`config.mk`:
```
export PLATFORM = sky130hd
export DESIGN_NAME = pnp_cfg_space
export DESIGN_NICKNAME = d
export VERILOG_FILES = /design/src/rtl/pnp_cfg_space.sv
export SDC_FILE = /design/constraint.sdc
export NUM_CORES = 1
export LEC_CHECK = 0
export ABC_AREA = 1
export BUFFER_PORTS_ARGS = -buffer_cell sky130_fd_sc_hd__clkbuf_2
export CAP_MARGIN = 20
export CORE_MARGIN = 8
export CORE_UTILIZATION = 40
export CTS_BUF_LIST = sky130_fd_sc_hd__clkbuf_8 sky130_fd_sc_hd__clkbuf_16
export CTS_CLUSTER_DIAMETER = 80
export DETAILED_ROUTE_END_ITERATION = 8
export GPL_TIMING_DRIVEN = 1
export SKIP_LAST_GASP = 1
export SLEW_MARGIN = 15
export SYNTH_ARGS = -nofsm -noshare
export SYNTH_HDL_FRONTEND = slang
export SYNTH_SLANG_ARGS = --single-unit
```
`constraint.sdc`:
```
create_clock -name clk -period 6.7 [get_ports clk]
set_input_delay 1.34 -clock clk [delete_from_list [all_inputs] [get_ports clk]]
set_output_delay 1.34 -clock clk [all_outputs]
set_load 0.02 [all_outputs]
```
`src/rtl/pnp_cfg_space.sv`:
```
module pnp_cfg_space #(
  parameter logic [15:0] BASE_ADDR  = 16'h002E,
  parameter int          NDEV       = 4,
  parameter logic [15:0] BASE_MASK  = 16'h07F8,
  parameter logic [7:0]  KEY_UNLOCK = 8'h87,
  parameter logic [7:0]  KEY_LOCK   = 8'hAA
) (
  input  logic              clk,
  input  logic              rst_n,
  input  logic [15:0]       io_addr,
  input  logic [7:0]        io_wdata,
  input  logic              io_wr,
  input  logic              io_rd,
  output logic [7:0]        io_rdata,
  output logic [8*NDEV-1:0] dev_en,
  output logic [16*NDEV-1:0] dev_base,
  output logic [4*NDEV-1:0] dev_irq0,
  output logic [4*NDEV-1:0] dev_irq1,
  output logic [3*NDEV-1:0] dev_dma0,
  output logic [3*NDEV-1:0] dev_dma1,
  output logic [7:0]        cur_ldn
);
  localparam int LW = (NDEV > 1) ? $clog2(NDEV) : 1;

  logic       unlocked_q, key_half_q;
  logic [7:0] idx_q, ldn_q;

  logic [7:0]  en_q   [NDEV];
  logic [15:0] base_q [NDEV];
  logic [3:0]  irq0_q [NDEV];
  logic [3:0]  irq1_q [NDEV];
  logic [2:0]  dma0_q [NDEV];
  logic [2:0]  dma1_q [NDEV];

  wire idx_hit  = (io_addr == BASE_ADDR);
  wire data_hit = (io_addr == BASE_ADDR + 16'd1);
  wire idx_wr   = io_wr && idx_hit;
  wire dat_wr   = io_wr && data_hit && unlocked_q;
  wire ldn_ok   = (32'(ldn_q) < NDEV);
  wire banked   = (idx_q >= 8'h30);
  wire bank_wr  = dat_wr && ldn_ok && banked;
  wire [LW-1:0] sel = ldn_q[LW-1:0];

  always_ff @(posedge clk) begin
    if (!rst_n) begin
      unlocked_q <= 1'b0;
      key_half_q <= 1'b0;
      idx_q      <= 8'h00;
      ldn_q      <= 8'h00;
    end else if (idx_wr) begin
      if (unlocked_q) begin
        key_half_q <= 1'b0;
        if (io_wdata == KEY_LOCK) unlocked_q <= 1'b0;
        else                      idx_q      <= io_wdata;
      end else if (io_wdata == KEY_UNLOCK) begin
        key_half_q <= ~key_half_q;
        if (key_half_q) unlocked_q <= 1'b1;
      end else begin
        key_half_q <= 1'b0;
      end
    end else if (dat_wr && idx_q == 8'h07) begin
      ldn_q <= io_wdata;
    end
  end

  for (genvar d = 0; d < NDEV; d++) begin : g_dev
    wire hit = bank_wr && (sel == LW'(d));
    always_ff @(posedge clk) begin
      if (!rst_n) begin
        en_q[d]   <= '0;
        base_q[d] <= '0;
        irq0_q[d] <= '0;
        irq1_q[d] <= '0;
        dma0_q[d] <= '0;
        dma1_q[d] <= '0;
      end else if (hit) begin
        case (idx_q)
          8'h30: en_q[d]         <= io_wdata;
          8'h60: base_q[d][15:8] <= io_wdata & BASE_MASK[15:8];
          8'h61: base_q[d][7:0]  <= io_wdata & BASE_MASK[7:0];
          8'h70: if (io_wdata < 8'd16) irq0_q[d] <= io_wdata[3:0];
          8'h72: if (io_wdata < 8'd16) irq1_q[d] <= io_wdata[3:0];
          8'h74: dma0_q[d] <= io_wdata[2:0];
          8'h75: dma1_q[d] <= io_wdata[2:0];
          default: ;
        endcase
      end
    end
    assign dev_en[8*d +: 8]    = en_q[d];
    assign dev_base[16*d +: 16] = base_q[d];
    assign dev_irq0[4*d +: 4]  = irq0_q[d];
    assign dev_irq1[4*d +: 4]  = irq1_q[d];
    assign dev_dma0[3*d +: 3]  = dma0_q[d];
    assign dev_dma1[3*d +: 3]  = dma1_q[d];
  end

  logic [7:0] rd_val;
  always_comb begin
    rd_val = 8'h00;
    if (!unlocked_q)           rd_val = 8'hFF;
    else if (idx_q == 8'h07)   rd_val = ldn_q;
    else if (banked && ldn_ok) begin
      case (idx_q)
        8'h30: rd_val = en_q[sel];
        8'h60: rd_val = base_q[sel][15:8];
        8'h61: rd_val = base_q[sel][7:0];
        8'h70: rd_val = {4'h0, irq0_q[sel]};
        8'h72: rd_val = {4'h0, irq1_q[sel]};
        8'h74: rd_val = {5'h00, dma0_q[sel]};
        8'h75: rd_val = {5'h00, dma1_q[sel]};
        default: rd_val = 8'h00;
      endcase
    end
  end

  assign io_rdata = (io_rd && data_hit) ? rd_val : 8'h00;
  assign cur_ldn  = ldn_q;
endmodule

```
==> results.yml <==
timing:
  period_minus_slack_ns: 4.52
  slew_viol_final: 0
  rsz0062_at_grt: "false"
  worstMarginPinSlew_ns: 1.11
  tns_ns: 0
  max_clock_freq_mhz: 221
  hold_viol_final: 0
  finalClockSkew_ns: 0.00825
  post-route-period-util_pct: 67.5
  slew_headroom_pct: 25.8
  setup_violations: 0
finish:
  fillCellCount: 1818
  drive_above_1_share_pct: 20.3
  stdcell_area_sq_um: 8940
  syn2layout_area_growth_pct: 19.5
  antenna_cells: 0
  final_nets: 1106
die:
  initial_core_util_pct: 40.4
  fp-row-count: 50
  ios: 196
  die_area_sq_um: 23300
  die_h_microns: 153
  coreArea_sq_um: 18500
  die_w_microns: 153
placed_design:
  hpwl_microns: 17500
  place_area_sq_um: 8340
  port_buffers: 163
  gp_congestion: 0.882
grt:
  grt_pass1_vias: 6491
  grt_max_degree: 62
  grt_pass1_wl_microns: 37000
  antenna_found_initial: 0
  grt_usage_pct: 20.4
  overflow: 0
power:
  ir_worst_vdd_mv: 0.183
  seqPwrFrac_pct: 48.2
  p_sw_uw: 523
  p_int_mw: 1.56
  powerDensity_nw_per_um2: 233
  p_clk_share_pct: 43.4
  p_comb_share_pct: 8.5
  switching_share_pct: 25.1
  power.leakage_nw: 4.21
yosys:
  synthDistinctLibCells: 28
  synthFlopType: "edfxtp_1"
  yosysTopAreaCellShare_pct: 48.2
  synthTopCellsByCount: "nor2_1, nand2_1, edfxtp_1"
  synthMostInstantiatedCell: "nor2_1"
  async_flop_share_pct: 0
  synth_top_area_cell: "edfxtp_1"
  yosysSeqAreaShare_pct: 53.5
  avgSynthCellArea_sq_um: 8.05
  ys_ff_latch: 140
  syn-cell-area_sq_um: 7480
  netlist_instances: 929
  synth_warnings: 0
  synth.area.top_cells: "edfxtp_1, nor2_1, nand2_1"
  synth_enable_flop_cells: 120
status:
  status: "complete, no violations"
clock_network:
  cts_root_buf: "clkbuf_16"
  path_clk_slew_ns: 0.06
  cts_tree: "built"
  cts_sinks: 140
  numCtsBuffers: 17
  htreeDepth: 4
  insertion_delay_ns: 0.42
  cts_setup_buffers: 0
  cts_buffer_depth: 2
  cts_resized: 0
  cts_hold_buf: 0
route:
  wl_microns: 24100
  drt_iter0_markers: 603
  post_drt_wl_per_cell_microns: 18.2
  first_pass_iters: 7
  ant_nets: 0
  vias: 6705
  route.detailed.drc: 0
  routed_via_density: 5.06
worst_setup_path:
  rr_startpoint: "unlocked_q"
  end_kind: "output port"
  reg2reg_slack_ns: 3.82
  rr_endpoint: "base_q[3][4]"
  critPathArrivalTime_ns: 3.18
  reg2reg_depth: 7
  path_max_fanout: 61
  worstPathRequired_ns: 5.36
  startpoint_type: "flip-flop"
  crit_type: "flip-flop to output port"
hold_path:
  min_to: "unlocked_q"
  hold_path_depth: 2
  hold_path.startpoint: "key_half_q"
  hold_path.class: "flip-flop to flip-flop"
flow_run:
  cap_viol_max_count: 0
worst max-delay path by stage:
stage | cells after the start | to | slack, ns
after floorplan | 5 | io_rdata[0] | 3.11
after global placement | 13 | io_rdata[0] | 2.66
after detailed placement | 9 | en_q[3][7] | 2.53
after CTS | 10 | io_rdata[3] | 2.20
after global routing | 10 | io_rdata[3] | 1.95
final | 10 | io_rdata[3] | 2.18
per-layer routing:
layer / part of all wire, % / vias to the layer above / track usage, % / routed length (microns)
li1: - / 3231 / - / -
met1: 42 / 3105 / 25.4 / 10200
met2: 47 / 332 / 33.1 / 11300
met3: 9.0 / 37 / 6.61 / 2160
met4: 1.9 / 0 / 6.69 / 457
met5: 0 / - / 0 / 0
worst max-delay path, cell delays in order, from the launching register on:
cell      delay [ns]
dfxtp_2         0.31
buf_4           0.49
inv_1           0.41
buf_4           0.39
o21ai_0         0.30
nand2_1         0.09
nand2_1         0.09
nand2_1         0.08
o21ai_0         0.27
a21oi_1         0.12
clkbuf_2        0.17
power by group through the flow:
| stage | clock network, mW | logic (mW) | registers, mW |
|---|---|---|---|
| after CTS | 0.908 | 0.177 | 1.00 |
| after floorplan | 0 | 0.0767 | 1.06 |
| after detailed placement | 0 | 0.176 | 1.02 |
| after global routing | 0.946 | 0.189 | 1.01 |
| final | 0.904 | 0.176 | 1.00 |
| after global placement | 0 | 0.176 | 1.02 |
kinds of logic after synthesis:
family	count (synthesis)	synth area share, %
AOI/OAI and AO/OA	92	6.29
buffers and inverters	170	10.6
DFF	140	53.5
other	1	0.0501
and+or+nand+nor	526	29.6
through the flow:
step                      hold WS (ns)  total power [mW]  std cells  util, %  setup slack (ns)
final                            0.491              2.08       1325     48.3              2.18
after global routing             0.494              2.14       1325     48.3              1.95
after global placement           0.472              1.20       1292     45.1              2.66
after floorplan                  0.458              1.14        960        -              3.11
after CTS                        0.488              2.09       1324     48.1              2.20
after detailed placement         0.477              1.20       1292     45.1              2.53
sequential cells by signal, indices dropped and copies added, names as in the netlist, named ones only:
signal      flops
idx_q           8
en_q           32
dma1_q         12
base_q         32
key_half_q      1
irq1_q         16
irq0_q         16
dma0_q         12
unlocked_q      1
cur_ldn         8
cells in the final DEF (no fill, tap or decap), types with 5 or more instances in the layout:
master / instances
nand3_1: 28
nand2_1: 200
inv_1: 92
conb_1: 32
nand4_1: 26
nand4_2: 5
buf_4: 9
o21ai_0: 69
nand2_2: 5
nor2_1: 247
clkbuf_16: 17
clkbuf_2: 163
o22ai_1: 8
edfxtp_1: 120
clkinv_1: 8
dfxtp_1: 19
a21oi_1: 11
cell type report:
class	count	area [sq um]	share of cell area, %
multi-input cells	650	2810	31.4
inverters	96	360	4.03
repair buffers	173	911	10.2
clock buffers	17	425	4.76
clock inverters	15	138	1.54
flip-flops and latches	140	4010	44.8
well taps	234	293	3.28
(Power assumes the default switching activity.)
